--- src/rtl/rx_admit_pkg.sv ---
package rx_admit_pkg;

    typedef enum logic [1:0] {
        RX_IDLE = 2'd0,
        RX_TAKE = 2'd1,
        RX_DROP = 2'd2
    } rx_state_e;

    typedef enum logic [1:0] {
        SEL_RDLO  = 2'b00,
        SEL_RDHI  = 2'b01,
        SEL_PKDEC = 2'b10,
        SEL_ECLR  = 2'b11
    } reg_sel_e;

    typedef struct packed {
        logic lo_we;
        logic hi_we;
        logic dec;
        logic clr;
    } reg_cmd_t;

    function automatic reg_cmd_t decode_reg(input logic we, input logic [1:0] sel);
        reg_cmd_t c;
        c.lo_we = we && (sel == SEL_RDLO);
        c.hi_we = we && (sel == SEL_RDHI);
        c.dec   = we && (sel == SEL_PKDEC);
        c.clr   = we && (sel == SEL_ECLR);
        return c;
    endfunction

    function automatic logic [15:0] ring_free(input logic [15:0] wr,
                                              input logic [15:0] rd,
                                              input logic [15:0] mask);
        return (rd - wr - 16'd1) & mask;
    endfunction

endpackage

--- src/rtl/rx_admit_rdptr.sv ---
module rx_admit_rdptr (
    input  logic        clk,
    input  logic        rst,
    input  logic        lo_we,
    input  logic        hi_we,
    input  logic [7:0]  wdata,
    output logic [15:0] rd_ptr
);
    logic [7:0] lo_hold;

    always_ff @(posedge clk) begin
        if (rst) begin
            lo_hold <= '0;
            rd_ptr  <= '0;
        end else begin
            if (lo_we) lo_hold <= wdata;
            if (hi_we) rd_ptr  <= {wdata, lo_hold};
        end
    end

    // a low-byte write alone never moves the committed pointer
    a_r11_lo_no_commit: assert property (@(posedge clk) disable iff (rst)
        (lo_we && !hi_we) |=> $stable(rd_ptr));
endmodule

--- src/rtl/rx_admit_pktcnt.sv ---
module rx_admit_pktcnt #(
    parameter int CNT_W = 8
) (
    input  logic             clk,
    input  logic             rst,
    input  logic             inc,
    input  logic             dec_req,
    output logic [CNT_W-1:0] cnt,
    output logic             full
);
    localparam logic [CNT_W-1:0] CNT_MAX = {CNT_W{1'b1}};

    logic dec_ok;
    assign dec_ok = dec_req && (cnt != '0);
    assign full   = (cnt == CNT_MAX);

    always_ff @(posedge clk) begin
        if (rst) begin
            cnt <= '0;
        end else if (inc && !dec_ok) begin
            cnt <= cnt + 1'b1;
        end else if (dec_ok && !inc) begin
            cnt <= cnt - 1'b1;
        end
    end

    // coincident increment and decrement keep the count
    a_r10_inc_dec_hold: assert property (@(posedge clk) disable iff (rst)
        (inc && dec_req && cnt != '0) |=> $stable(cnt));
    // decrement at zero has no effect
    a_r10_no_underflow: assert property (@(posedge clk) disable iff (rst)
        (cnt == '0 && !inc) |=> (cnt == '0));
    // a successful frame adds one
    a_r9_count_up: assert property (@(posedge clk) disable iff (rst)
        (inc && !dec_req) |=> (cnt == $past(cnt) + 1'b1));
endmodule

--- src/rtl/rx_admit_wrptr.sv ---
module rx_admit_wrptr
    import rx_admit_pkg::*;
#(
    parameter int ADDR_W = 13
) (
    input  logic              clk,
    input  logic              rst,
    input  logic              mark,
    input  logic              advance,
    input  logic              rollback,
    input  logic [15:0]       rd_ptr,
    output logic [ADDR_W-1:0] wr_ptr,
    output logic              ring_full
);
    localparam logic [15:0] RING_MASK = 16'((32'd1 << ADDR_W) - 32'd1);

    logic [ADDR_W-1:0] base_ptr;
    logic [15:0]       free_cnt;

    assign free_cnt  = ring_free(16'(wr_ptr), rd_ptr, RING_MASK);
    assign ring_full = (free_cnt == 16'd0);

    always_ff @(posedge clk) begin
        if (rst) begin
            wr_ptr   <= '0;
            base_ptr <= '0;
        end else begin
            if (mark)          base_ptr <= wr_ptr;
            if (rollback)      wr_ptr   <= base_ptr;
            else if (advance)  wr_ptr   <= wr_ptr + 1'b1;
        end
    end

    // an abort returns the write address to the frame start
    a_r4_rollback: assert property (@(posedge clk) disable iff (rst)
        (rollback && !mark) |=> (wr_ptr == $past(base_ptr)));
    // a byte is never stored into the last free location
    a_r3_no_overrun: assert property (@(posedge clk) disable iff (rst)
        advance |-> !ring_full);
endmodule

--- src/rtl/rx_admit_ctrl.sv ---
module rx_admit_ctrl
    import rx_admit_pkg::*;
#(
    parameter int ADDR_W = 13,
    parameter int CNT_W  = 8
) (
    input  logic              clk,
    input  logic              rst,
    input  logic              frm_start,
    input  logic              byte_vld,
    input  logic              frm_end,
    output logic              wr_en,
    output logic [ADDR_W-1:0] wr_addr,
    input  logic              reg_we,
    input  logic [1:0]        reg_sel,
    input  logic [7:0]        reg_wdata,
    output logic [15:0]       rd_ptr,
    output logic [CNT_W-1:0]  pkt_count,
    input  logic              err_ie,
    input  logic              eth_ie,
    output logic              rx_err,
    output logic              irq
);
    rx_state_e st;
    reg_cmd_t  cmd;
    logic      cnt_full;
    logic      ring_full;
    logic      start_ok;
    logic      start_drop;
    logic      byte_drop;
    logic      abort;
    logic      commit;

    assign cmd        = decode_reg(reg_we, reg_sel);
    assign start_ok   = (st == RX_IDLE) && frm_start && !cnt_full;
    assign start_drop = (st == RX_IDLE) && frm_start && cnt_full;
    assign byte_drop  = (st == RX_TAKE) && byte_vld && ring_full;
    assign abort      = start_drop || byte_drop;
    assign wr_en      = (st == RX_TAKE) && byte_vld && !ring_full;
    assign commit     = (st == RX_TAKE) && frm_end && !byte_drop;

    always_ff @(posedge clk) begin
        if (rst) begin
            st <= RX_IDLE;
        end else begin
            case (st)
                RX_IDLE: begin
                    if (start_ok)        st <= RX_TAKE;
                    else if (start_drop) st <= RX_DROP;
                end
                RX_TAKE: begin
                    if (byte_drop)       st <= frm_end ? RX_IDLE : RX_DROP;
                    else if (frm_end)    st <= RX_IDLE;
                end
                RX_DROP: begin
                    if (frm_end)         st <= RX_IDLE;
                end
                default:                 st <= RX_IDLE;
            endcase
        end
    end

    always_ff @(posedge clk) begin
        if (rst)            rx_err <= 1'b0;
        else if (abort)     rx_err <= 1'b1;
        else if (cmd.clr)   rx_err <= 1'b0;
    end

    assign irq = rx_err && err_ie && eth_ie;

    rx_admit_rdptr u_rdptr (
        .clk    (clk),
        .rst    (rst),
        .lo_we  (cmd.lo_we),
        .hi_we  (cmd.hi_we),
        .wdata  (reg_wdata),
        .rd_ptr (rd_ptr)
    );

    rx_admit_pktcnt #(.CNT_W(CNT_W)) u_cnt (
        .clk     (clk),
        .rst     (rst),
        .inc     (commit),
        .dec_req (cmd.dec),
        .cnt     (pkt_count),
        .full    (cnt_full)
    );

    rx_admit_wrptr #(.ADDR_W(ADDR_W)) u_wr (
        .clk       (clk),
        .rst       (rst),
        .mark      (start_ok),
        .advance   (wr_en),
        .rollback  (byte_drop),
        .rd_ptr    (rd_ptr),
        .wr_ptr    (wr_addr),
        .ring_full (ring_full)
    );

    // any abort raises the error flag
    a_r6_abort_flags: assert property (@(posedge clk) disable iff (rst)
        abort |=> rx_err);
    // the flag holds until a clear write
    a_r7_sticky: assert property (@(posedge clk) disable iff (rst)
        (rx_err && !cmd.clr) |=> rx_err);
    // a saturated count is never pushed further by a dropped frame
    a_r5_sat_hold: assert property (@(posedge clk) disable iff (rst)
        (st == RX_DROP && cnt_full && !cmd.dec) |=> cnt_full);
    // nothing is written while a frame is being discarded
    a_r4_drop_quiet: assert property (@(posedge clk) disable iff (rst)
        (st == RX_DROP) |-> !wr_en);
endmodule

--- config.mk ---
export PLATFORM = sky130hd
export DESIGN_NAME = rx_admit_ctrl
export DESIGN_NICKNAME = d
export VERILOG_FILES = /design/src/rtl/rx_admit_pkg.sv /design/src/rtl/rx_admit_rdptr.sv /design/src/rtl/rx_admit_pktcnt.sv /design/src/rtl/rx_admit_wrptr.sv /design/src/rtl/rx_admit_ctrl.sv
export SDC_FILE = /design/constraint.sdc
export NUM_CORES = 1
export LEC_CHECK = 0
export BUFFER_PORTS_ARGS = -buffer_cell sky130_fd_sc_hd__clkbuf_2
export CORE_UTILIZATION = 59
export DETAILED_ROUTE_END_ITERATION = 12
export PLACE_DENSITY = 0.84
export SETUP_SLACK_MARGIN = 0.4
export SYNTH_ARGS = -nofsm -noshare
export SYNTH_HDL_FRONTEND = slang
export SYNTH_SLANG_ARGS = --single-unit
--- constraint.sdc ---
create_clock -name clk -period 9.7 [get_ports clk]
set_clock_uncertainty 0.2 [all_clocks]
set_input_delay 0.485 -clock clk [delete_from_list [all_inputs] [get_ports clk]]
set_output_delay 0.485 -clock clk [all_outputs]
set_load 0.02 [all_outputs]
Word level (Yosys, flattened, before mapping)
Index checks and enable logic that the tools add are counted. Widths: inputs -> output; s select.

Output and inout bits: 40. Logic and storage cells: 61. Bits in registers: 61. Bits of input ports: 18.

Reductions and logical operators: 30. Add/subtract/negate cells: 5. Muxes and demuxes: 12. Equality and inequality tests: 7.

Operators by type and width (number): $mux 13 (2); $logic_and 1x1->1 (17); $logic_not 16->1 (1); $mux 8 (2); $add 13x1->13 const B (1); $sub 13x1->13 const B (1); $sub 13x13->13 (1); $mux 2 (5); $add 8x1->8 const B (1); $eq 8x8->1 const B (1); $reduce_bool 8->1 (1); $sub 8x1->8 const B (1); $eq 2x2->1 const B (3); $pmux 2 s3 (1); $reduce_bool 2->1 (3); $logic_not 1->1 (5); $eq 2x1->1 const B (2); $logic_not 2->1 (2); $ne 3x3->1 const B (1); $mux 1 (2); $logic_or 1x1->1 (1).

Logic depth before layout (Yosys ltp)
Gate-level depths: netlist of run 1.

Word-level depth: 10. Mapped depth: 23.

Modules after synthesis
A second synthesis of run 1 with hierarchy kept.

Cell total of the unflattened synthesis: 399. Area, all modules: 3457.1 um^2.

Modules (own cells, without submodules): rx_admit_wrptr (area each 1725.4 um^2, cells an instance 219, instances 1); rx_admit_rdptr (area each 858.3 um^2, cells an instance 77, instances 1); rx_admit_pktcnt (area each 664.4 um^2, cells an instance 77, instances 1); rx_admit_ctrl (area each 209.0 um^2, cells an instance 26, instances 1).

Least setup slack after synthesis of run 1
No wires, ideal clock.

Path type: register to register. Start point: reg u_wr.wr_ptr[0]. End point: reg u_cnt.cnt[7]. Cell stages (with the launch flop): 24. Setup slack: 4.436 ns. Arrival time: 4.994 ns. Buffers on the path: 1. Cells stage by stage: dfxtp_1 -> inv_1 -> ha_1 -> inv_1 -> fa_1 -> nand2b_1 -> a21oi_1 -> nor3_1 -> or4b_1 -> and4bb_1 -> nand4_1 -> buf_2 -> and3_1 -> ha_1 -> inv_1 -> ha_1 -> a21o_1 -> a21oi_1 -> nor2b_1 -> o21a_1 -> o41a_1 -> xnor2_1 -> or3_1 -> a21oi_1.

Longest elaborated chain between the ends: 9. Elaborated cells between the ends (all ways): 11. Those cells by class: add/sub (2); mux (1); reduce/logical (8).

Ends and longest elaborated chain: from (decl) (RTL line rx_admit_wrptr.sv:12) `output logic [ADDR_W-1:0] wr_ptr,`; from (signal assigned) (RTL line rx_admit_wrptr.sv:29) `if (rollback) wr_ptr <= base_ptr;`; from (signal assigned) (RTL line rx_admit_wrptr.sv:30) `else if (advance) wr_ptr <= wr_ptr + 1'b1;`; $sub 13x13->13 * (RTL line rx_admit_pkg.sv:35) `return (rd - wr - 16'd1) & mask;`; $sub 13x1->13 * (RTL line rx_admit_pkg.sv:35); $logic_not 16->1 * (RTL line rx_admit_wrptr.sv:21) `assign ring_full = (free_cnt == 16'd0);`; $logic_and 1x1->1 * (RTL line rx_admit_ctrl.sv:37) `assign byte_drop = (st == RX_TAKE) && byte_vld && ring_full;`; $logic_not 1->1 * (RTL line rx_admit_ctrl.sv:40) `assign commit = (st == RX_TAKE) && frm_end && !byte_drop;`; $logic_and 1x1->1 * (RTL line rx_admit_ctrl.sv:40); $logic_not 1->1 (RTL line rx_admit_pktcnt.sv:22) `end else if (dec_ok && !inc) begin`; $logic_and 1x1->1 (RTL line rx_admit_pktcnt.sv:22); $reduce_bool 2->1 (no source line); to (signal assigned) (RTL line rx_admit_pktcnt.sv:21) `cnt <= cnt + 1'b1;`; to (signal assigned) (RTL line rx_admit_pktcnt.sv:23) `cnt <= cnt - 1'b1;`; to (decl) (RTL line rx_admit_pktcnt.sv:8) `output logic [CNT_W-1:0] cnt,`.

Mark *: on every way between the ends. The rest lies on a longest branch, timed or not. A chain may end at the register's enable or synchronous reset.

Worst setup path after layout of run 1
Same ends and word-level chain as after synthesis.

==> flow_summary.yaml, run 1 <==
outcome:
  outcome: "finished clean"
layout:
  final_cell_mix: "nor2_1, dfxtp_1, clkbuf_2"
  drive_above_1_share: 0.1618
  antenna_cells: 0
  fill_cells: 496
  syn_to_final_growth_pct: 13.70
  finish.net_count: 549
  final_common_cell: "nor2_1"
  final_core_util: 0.6944
drt:
  vias: 3513
  initialDrtViolationCount: 290
  wl_met1_mm: 4.134
  wl_mm: 9.186
  viasPerCell: 5.974
  drc: 0
  ant_nets: 0
  firstDrtPassIters: 5
  wl_met3_um: 564
  post_drt_wl_per_cell_um: 15.62
  top_layer: "met4"
  dr_wl_met2_mm: 4.341
timing:
  relSlewSlack: 0.3320
  setup_viol: 0
  hold_violations: 0
  rsz0062_at_grt: "no"
  clock.fmax_mhz: 165.7
  worstMarginPinSlew_ns: 0.9983
  finalWorstSetupSlack_ns: 3.666
  finalMaxSlewViolations: 0
  post-route-period-util: 0.6221
  setup_tns_ns: 0
  whs_ns: 0.1774
  fin_crit_ns: 6.034
pwr:
  total_power_uw: 649.2
  vdd.ir_drop.worst_mv: 0.1300
  power_density_mw_per_mm2: 157.9
  leakage_nw: 1.741
synth:
  synth_seq_cells: 61
  seq_area_frac_synth: 0.3377
  synthesis.nets: 500
  synth_warnings: 0
  synth_cells: 460
  async_reset_ff_frac: 0
  netlist-cell-type-count: 64
  synth-edff-count: 0
  ys.flop_type: "dfxtp_1"
  syn_area_per_cell_sq_um: 7.861
  syn_area_sq_mm: 0.003616
clock_tree:
  cts-htree-levels: 3
  cts-resized-gates: 0
  clk_path_buf_depth: 2
  cts_root_buf: "clkbuf_8"
  post_cts.repair.setup_buffers: 0
  worstSkewPairLatency_ns: 0.34
  clk_pin_slew_ns: 0.07
  cts_hold_buf: 0
  cts_buffers: 9
  cts.sinks: 61
  cts_tree: "built"
placed_design:
  port_buffers: 57
  preCtsSetupSlack_ns: 3.719
  dp_hpwl_mm: 6.670
  place_congestion: 0.8916
setup_path:
  crit_fanout: 14
  path_buf_inv: 3
  worst-setup-path-type: "flop to flop"
  cp-start-kind: "flop"
  crit_start: "u_wr.wr_ptr[0]$_SDFFE_PP0P_"
  crit_arrival_ns: 6.10
  end_kind: "flop"
  regToRegStartpoint: "u_wr.wr_ptr[0]$_SDFFE_PP0P_"
  crit_family: "simple AND/OR/NAND/NOR gates"
  max_stage_delay_ns: 0.57
  cp_cell_sequence: "inv_1 > ha_1 > inv_1 > fa_1 > nand2b_1 > a21oi_1 > nor3_1 > or4b_1 > and4bb_1 > nand4_1 > and3_1 > ha_1 > inv_1 > ha_1 > a21o_1 > a21oi_1 > nor2b_1 > o21a_1 > o41a_1 > xnor2_1 > or3_1 > a21oi_1"
  required_ns: 9.76
  crit_slowest_cell: "or4b_1"
global_route:
  gr-total-overflow: 0
  grt_pass1_wl_mm: 14.42
  first_global_vias: 3101
  grt_max_degree: 61
  grt_antenna_before_repair: 0
  track_usage: 0.2935
hold_path:
  hold_start: "reg_wdata[2]"
  min_path_type: "input port to flop"
die:
  start_util: 0.6107
  die_w_um: 80.29
  die_area_sq_mm: 0.006446
  ios: 58
  row_count: 28
  die_h_um: 80.29
  core_sq_mm: 0.005921
flow_run:
  drv_cap: 0
[registers in the layout (all words and copies together) (netlist names)]
name and flops:
u_rdptr.lo_hold 8, u_rdptr.rd_ptr 16, rx_err 1, st 2, u_wr.wr_ptr 13, u_cnt.cnt 8
u_wr.base_ptr 13
[power breakdown]
| group | total, mW | switching [mW] | internal, mW |
|---|---|---|---|
| clock network | 0.220 | 0.0963 | 0.124 |
| registers | 0.277 | 0.0149 | 0.262 |
| logic | 0.152 | 0.0860 | 0.0660 |
[worst register-to-register path, stage by stage (launching register included)]
cell	delay (ns)
dfxtp_1	0.34
inv_1	0.10
ha_1	0.20
inv_1	0.06
fa_1	0.39
nand2b_1	0.19
a21oi_1	0.34
nor3_1	0.09
or4b_1	0.57
and4bb_1	0.28
nand4_1	0.49
and3_1	0.44
ha_1	0.19
inv_1	0.24
ha_1	0.30
a21o_1	0.18
a21oi_1	0.22
nor2b_1	0.08
o21a_1	0.18
o41a_1	0.32
xnor2_1	0.13
or3_1	0.31
a21oi_1	0.14
[cell usage after synthesis (2+ instances only)]
cell type   n  area share
nor2_1     68       0.071
dfxtp_1    61        0.34
nand2_1    54       0.056
a21oi_1    47       0.065
inv_1      25       0.026
ha_1       20       0.069
clkbuf_1   14       0.015
mux2i_1    13       0.036
nand3_1    12       0.017
o21ai_0    11       0.015
a31oi_1    10       0.017
xnor2_1    10       0.024
a211oi_1    9       0.019
nor3_1      7      0.0097
a21o_1      6       0.012
and3_1      6       0.010
nand4_1     6       0.010
o211ai_1    6       0.012
buf_2       5      0.0069
nand2b_1    5      0.0087
or3_1       5      0.0087
xor2_1      5       0.012
a211o_1     3      0.0073
o21bai_1    3      0.0062
o31ai_1     3      0.0062
buf_1       2      0.0021
fa_1        2       0.011
nand3b_1    2      0.0042
nand4b_1    2      0.0048
nor2b_1     2      0.0035
nor4_1      2      0.0035
o21a_1      2      0.0042
[final timing paths]
| path | depth (start not counted) | slack [ns] | end |
|---|---|---|---|
| min | 3 | 0.18 | u_rdptr.rd_ptr[10]$_SDFFE_PP0P_ |
| max reg2reg | 22 | 3.67 | u_cnt.cnt[7]$_SDFFE_PP0P_ |
| max | 22 | 3.67 | u_cnt.cnt[7]$_SDFFE_PP0P_ |
| min reg2reg | 2 | 0.25 | u_rdptr.rd_ptr[5]$_SDFFE_PP0P_ |
[metal layers]
metal	GRT usage	vias up
li1	-	1724
met4	0.1071	0
met2	0.4752	122
met1	0.3724	1653
met3	0.07841	14
met5	0	-
[cell families (layout without fill, tap and decap cells)]
| group | after synthesis | in the layout | synth area share |
|---|---|---|---|
| buffers and inverters | 47 | 100 | 0.05259 |
| adder cells (fa/ha/maj) | 22 | 22 | 0.08028 |
| AND/OR/NAND/NOR | 186 | 186 | 0.2495 |
| flip-flops | 61 | 61 | 0.3377 |
| AO/OA/AOI/OAI | 116 | 116 | 0.2076 |
| XOR/XNOR | 15 | 15 | 0.03633 |
| multiplexers | 13 | 13 | 0.03598 |
[area by class of cell]
type / count / area [sq um] / share of cell area
multi-input combinational: 352 / 2205 / 0.5362
sequential: 61 / 1221 / 0.2970
timing repair buffer: 60 / 307.8 / 0.07486
clock buffer: 11 / 141.4 / 0.03439
inverter: 25 / 93.84 / 0.02282
tap: 75 / 93.84 / 0.02282
clock inverter: 4 / 48.80 / 0.01187
[stage by stage]
| stage | std cells | instance area, sq um |
|---|---|---|
| floorplan | 460 | 3616 |
| global placement | 573 | 3921 |
| detailed placement | 573 | 3921 |
| CTS | 588 | 4111 |
| global route | 588 | 4111 |
| finish | 588 | 4111 |
Note: power is estimated with default switching activity, not from simulation.
==> run 2: changes to the inputs <==
--- a/config.mk
+++ b/config.mk
@@ -5,10 +5,11 @@
 export SDC_FILE = /design/constraint.sdc
 export NUM_CORES = 1
 export LEC_CHECK = 0
+export ABC_AREA = 1
 export BUFFER_PORTS_ARGS = -buffer_cell sky130_fd_sc_hd__clkbuf_2
-export CORE_UTILIZATION = 59
+export CORE_UTILIZATION = 52
 export DETAILED_ROUTE_END_ITERATION = 12
-export PLACE_DENSITY = 0.84
+export PLACE_DENSITY = 0.78
 export SETUP_SLACK_MARGIN = 0.4
 export SYNTH_ARGS = -nofsm -noshare
 export SYNTH_HDL_FRONTEND = slang
==> constraint.sdc (replaced) <==
create_clock -name clk -period 5.1 [get_ports clk]
set_clock_uncertainty 0.2 [all_clocks]
set_input_delay 0.255 -clock clk [delete_from_list [all_inputs] [get_ports clk]]
set_output_delay 0.255 -clock clk [all_outputs]
set_load 0.02 [all_outputs]
==> flow_summary.yaml, run 2 <==
setup_path:
  cp-start-kind: "flop"
  ff2ff_setup_slack_ns: 0.83
  crit_start: "u_wr.wr_ptr[0]$_SDFFE_PP0P_"
  crit_arrival_ns: 4.30
  reg2reg_to: "u_cnt.cnt[6]$_SDFFE_PP0P_"
  end_kind: "flop"
  reg2reg_depth: 27
  required_ns: 5.13
  max_stage_delay_ns: 0.37
  crit_path_frequent_cell: "inv_1"
  worst-setup-path-type: "flop to flop"
  crit_slowest_cell: "fa_1"
  crit_fanout: 9
  regToRegStartpoint: "u_wr.wr_ptr[0]$_SDFFE_PP0P_"
clock_tree:
  cts-htree-levels: 3
  cts_buffers: 9
  cts_root_buf: "clkbuf_8"
  post_cts.repair.setup_buffers: 0
  clk_path_buf_depth: 2
  cts_tree: "built"
  clk_pin_slew_ns: 0.07
  cts.sinks: 61
  worstSkewPairLatency_ns: 0.34
synth:
  synth_seq_cells: 61
  ys.flop_type: "dfxtp_1"
  syn_area_per_cell_sq_um: 6.519
  synth-simple-area-share: 0.3179
  synth_top_area_cell: "dfxtp_1"
  ys_top_cells_by_count: "nand2_1, nor2_1, inv_1"
  synthesis.nets: 616
  syn_area_sq_mm: 0.003755
  synth_xor_area_frac: 0.03032
  synth_top_family_by_area: "simple AND/OR/NAND/NOR gates"
  netlist.area_leader.share: 0.3252
  synth.mux.area_fraction: 0
  synthTopCellsByArea: "dfxtp_1, nand2_1, nor2_1"
  netlist-cell-type-count: 32
  async_reset_ff_frac: 0
  seq_area_frac_synth: 0.3252
  synth_compound_area_frac: 0.1443
  synth_warnings: 0
  synth-edff-count: 0
  yosysMostFrequentCell: "nand2_1"
  synthAdderAreaFrac: 0.07731
  synth_cells: 576
pwr:
  p_comb_frac: 0.250
  leakage_nw: 2.311
  power.internal_uw: 972.7
  power.share.switching: 0.3162
  vdd.ir_drop.worst_mv: 0.2641
  seqPwrFrac: 0.377
  power_density_mw_per_mm2: 321.5
  clkPwrFrac: 0.373
  p_switching_uw: 449.7
placed_design:
  dp_hpwl_mm: 7.394
  port_buffers: 57
  place_congestion: 0.9428
  preCtsSetupSlack_ns: 0.7336
die:
  die_w_um: 86.98
  die_h_um: 86.98
  ios: 58
  start_util: 0.5466
  core_sq_mm: 0.006869
  row_count: 30
  die_area_sq_mm: 0.007565
hold_path:
  hold_start: "frm_end"
  hold_depth: 4
  worstHoldEndpoint: "st[1]$_SDFFE_PP0P_"
  min_path_type: "input port to flop"
drt:
  post_drt_wl_per_cell_um: 13.40
  viasPerCell: 5.298
  initialDrtViolationCount: 212
  drc: 0
  firstDrtPassIters: 5
  vias: 3915
  ant_nets: 0
  wl_mm: 9.905
timing:
  finalMaxSlewViolations: 0
  whs_ns: 0.02212
  finalWorstSetupSlack_ns: 0.8282
  fin_crit_ns: 4.272
  relSlewSlack: 0.3500
  post-route-period-util: 0.8376
  clock.fmax_mhz: 234.1
  hold_violations: 0
  setup_viol: 0
  rsz0062_at_grt: "no"
  setup_tns_ns: 0
  worstMarginPinSlew_ns: 0.9714
layout:
  drive_above_1_share: 0.1509
  syn_to_final_growth_pct: 17.83
  finish.net_count: 678
  largestRegisters: "u_rdptr.rd_ptr (16), u_wr.base_ptr (13), u_wr.wr_ptr (13)"
  final_cell_mix: "nand2_1, nor2_1, inv_1"
  final_common_cell: "nand2_1"
  regMostFlops: "u_rdptr.rd_ptr"
  largest_register_ffs: 16
  antenna_cells: 0
  fill_cells: 637
global_route:
  grt_max_degree: 27
  track_usage: 0.2788
  grt_pass1_wl_mm: 16.35
  first_global_vias: 3630
  gr-total-overflow: 0
  grt_antenna_before_repair: 0
flow_run:
  drv_cap: 0
outcome:
  outcome: "finished clean"
## run 2: repair_timing
item	4_1_cts	5_1_grt
hold buffers	8	0
endpoints found under the setup margin	0	3
gates resized for setup	0	3
hold endpoints to repair	15	0
## run 2: stage by stage
stage,cell area [sq um],power (mW),cells,util
CTS,4413,1.420,739,0.6424
global route,4424,1.494,739,0.6441
finish,4424,1.422,739,0.6441
global placement,4093,0.8748,715,0.5958
detailed placement,4093,0.8872,715,0.5958
floorplan,3755,0.8018,576,-
## run 2: power by group through the flow
stage	clock, mW	sequential [mW]	combinational (mW)
after detailed placement	0	0.546	0.341
final	0.531	0.536	0.355
after global routing	0.558	0.539	0.397
after global placement	0	0.545	0.329
after floorplan	0	0.561	0.241
after CTS	0.537	0.536	0.348
## run 2: area by class of cell
class | count | area, sq um | share of cell area
Inverter | 85 | 319.1 | 0.07212
Clock inverter | 4 | 95.09 | 0.02149
Timing Repair Buffer | 66 | 372.9 | 0.08428
Sequential cell | 61 | 1221 | 0.2760
Tap cell | 96 | 120.1 | 0.02715
Multi-Input combinational cell | 415 | 2151 | 0.4861
Clock buffer | 12 | 145.1 | 0.03281
## run 2: cells by family after synthesis
| group | Yosys count |
|---|---|
| and+or+nand+nor | 275 |
| AOI/OAI and AO/OA | 105 |
| buffers and inverters | 100 |
| DFF | 61 |
| adders and majority gates | 22 |
| xor gates and xnor gates | 13 |
## run 2: worst max-delay path by stage
| stage | end | slack, ns |
|---|---|---|
| after detailed placement | u_cnt.cnt[6]$_SDFFE_PP0P_ | 0.73 |
| after floorplan | u_cnt.cnt[6]$_SDFFE_PP0P_ | 1.13 |
| after CTS | u_cnt.cnt[6]$_SDFFE_PP0P_ | 0.71 |
| after global placement | u_cnt.cnt[6]$_SDFFE_PP0P_ | 0.92 |
| final | u_cnt.cnt[6]$_SDFFE_PP0P_ | 0.83 |
| after global routing | u_cnt.cnt[7]$_SDFFE_PP0P_ | 0.42 |
## run 2: critical path, delay by kind of cell, from the launching register on
kind / cells / cell delay (ns)
compound gates: 5 / 0.81
xor+xnor: 1 / 0.07
simple gates: 10 / 0.99
flops: 1 / 0.35
buf+inv: 7 / 0.61
fa+ha+maj: 4 / 1.11
## run 2: routing by layer
metal  vias up  GRT usage  part of all wire
met5         -          0                 0
met3        18    0.05308             0.054
met2       139     0.4882              0.49
met4         0    0.09242             0.016
met1      1778     0.3425              0.44
li1       1980          -                 -
==> run 3: changes to the inputs <==
==> constraint.sdc (replaced) <==
create_clock -name clk -period 3.8 [get_ports clk]
set_clock_uncertainty 0.2 [all_clocks]
set_input_delay 0.19 -clock clk [delete_from_list [all_inputs] [get_ports clk]]
set_output_delay 0.19 -clock clk [all_outputs]
set_load 0.02 [all_outputs]
==> flow_summary.yaml, run 3 (same netlist as run 2, synthesis figures left out) <==
pwr:
  leakage_nw: 2.504
  vdd.ir_drop.worst_mv: 0.3082
  p_comb_frac: 0.325
  power.share.switching: 0.3491
  clkPwrFrac: 0.302
  seqPwrFrac: 0.373
  p_switching_uw: 680.5
  power_density_mw_per_mm2: 387.7
  power.internal_mw: 1.269
layout:
  final_common_cell: "nand2_1"
  syn_to_final_growth_pct: 33.92
  largestRegisters: "u_rdptr.rd_ptr (16), u_wr.base_ptr (13), u_wr.wr_ptr (13)"
  final_core_util: 0.7321
  antenna_cells: 0
  drive_above_1_share: 0.2861
  largest_register_ffs: 16
  final_cell_mix: "nand2_1, nor2_1, inv_1"
  fill_cells: 515
  regMostFlops: "u_rdptr.rd_ptr"
  finish.net_count: 715
drt:
  initialDrtViolationCount: 384
  vias: 4244
  post_drt_wl_per_cell_um: 14.80
  viasPerCell: 5.483
  ant_nets: 0
  wl_mm: 11.46
  drc: 0
  firstDrtPassIters: 5
hold_path:
  min_path_type: "input port to flop"
  hold_start: "rst"
setup_path:
  cp-start-kind: "flop"
  end_kind: "flop"
  crit_fanout: 7
  crit_start: "u_wr.wr_ptr[5]$_SDFFE_PP0P_"
  max_stage_delay_ns: 0.38
  path_buf_inv: 4
  required_ns: 3.83
  crit_family: "simple AND/OR/NAND/NOR gates"
  regToRegStartpoint: "u_wr.wr_ptr[5]$_SDFFE_PP0P_"
  crit_arrival_ns: 3.69
  crit_slowest_cell: "dfxtp_2"
  worst-setup-path-type: "flop to flop"
timing:
  fin_crit_ns: 3.658
  hold_violations: 0
  post-route-period-util: 0.9626
  clock.fmax_mhz: 273.4
  whs_ns: 0.02336
  worstMarginPinSlew_ns: 0.8226
  setup_viol: 0
  finalMaxSlewViolations: 0
  relSlewSlack: 0.4474
  rsz0062_at_grt: "yes"
  setup_tns_ns: 0
die:
  row_count: 30
  die_h_um: 86.98
  start_util: 0.5466
  die_w_um: 86.98
  core_sq_mm: 0.006869
  ios: 58
  die_area_sq_mm: 0.007565
global_route:
  grt_max_degree: 27
  gr-total-overflow: 0
  track_usage: 0.3083
  grt_pass1_wl_mm: 18.06
  first_global_vias: 3871
  grt_antenna_before_repair: 0
clock_tree:
  cts_root_buf: "clkbuf_8"
  cts_tree: "built"
  worstSkewPairLatency_ns: 0.35
  cts.sinks: 61
  clk_pin_slew_ns: 0.07
  clk_path_buf_depth: 2
  cts-htree-levels: 3
  cts_buffers: 9
flow_run:
  drv_cap: 0
placed_design:
  place_congestion: 0.8962
  dp_hpwl_mm: 7.283
  port_buffers: 57
outcome:
  outcome: "finished clean"
-- run 3: stage by stage --
| step | worst slack, ns | cell area (sq um) | total power [mW] | std cells |
|---|---|---|---|---|
| after CTS | 0.2252 | 4797 | 1.863 | 767 |
| after detailed placement | -0.01500 | 4213 | 1.218 | 722 |
| after global placement | 0.1069 | 4213 | 1.200 | 722 |
| after global routing | -0.09266 | 5029 | 2.044 | 774 |
| after floorplan | 0.1990 | 3822 | 1.098 | 576 |
| final | 0.1421 | 5029 | 1.949 | 774 |
-- run 3: worst reg2reg max path, stage by stage (launching register included) --
cell        delay, ns
dfxtp_2          0.38
clkinvlp_4       0.19
ha_4             0.30
nand2_1          0.13
inv_1            0.05
nand2_1          0.10
nand3_1          0.08
nand2_1          0.07
nand2_2          0.09
nor2_4           0.12
nand3_2          0.10
nor2_4           0.15
nand4_4          0.10
nand3_2          0.08
inv_2            0.04
ha_4             0.17
inv_8            0.08
ha_4             0.21
a21oi_2          0.13
nand2_2          0.09
nand4_1          0.09
o211ai_1         0.12
a21oi_1          0.15
o21ai_1          0.10
o21ai_1          0.14
a21oi_1          0.05
-- run 3: cell type report --
| cell class | count | area [sq um] | share of cell area |
|---|---|---|---|
| tap | 96 | 120.1 | 0.02389 |
| timing repair buffer | 102 | 651.9 | 0.1296 |
| clock buffer | 12 | 155.1 | 0.03085 |
| sequential | 61 | 1232 | 0.2451 |
| inverter | 85 | 337.8 | 0.06718 |
| multi-input combinational | 416 | 2496 | 0.4964 |
| clock inverter | 2 | 35.03 | 0.006967 |
-- run 3: repair_timing --
item | 4_1_cts | 5_1_grt
cloned | 0 | 1
hold buffers | 10 | 0
setup buffers | 21 | 6
endpoints found under the setup margin | 5 | 16
pin swaps | 21 | 15
hold endpoints to repair | 18 | 0
resized for setup | 22 | 46
-- run 3: worst paths after layout --
kind                            slack (ns)                        endpoint  cells past startpoint
worst min-delay path                  0.02     u_wr.wr_ptr[5]$_SDFFE_PP0P_                      2
worst min register to register        0.28  u_rdptr.rd_ptr[5]$_SDFFE_PP0P_                      2
worst max-delay path                  0.14       u_cnt.cnt[7]$_SDFFE_PP0P_                     25
worst max register to register        0.14       u_cnt.cnt[7]$_SDFFE_PP0P_                     25
-- run 3: per-layer routing --
| layer | global-route usage | routed length (um) | up-vias |
|---|---|---|---|
| met5 | 0 | 0 | - |
| met4 | 0.1591 | 487 | 0 |
| met3 | 0.05498 | 712 | 46 |
| met2 | 0.5132 | 5537 | 197 |
| met1 | 0.3807 | 4718 | 1943 |
| li1 | - | - | 2058 |
-- run 3: power by group through the flow --
stage	registers, mW	clock network, mW	logic [mW]
2_1_floorplan	0.755	0	0.342
3_3_place_gp	0.735	0	0.465
3_5_place_dp	0.735	0	0.482
4_1_cts	0.724	0.583	0.557
5_1_grt	0.731	0.620	0.693
6_report	0.727	0.589	0.634
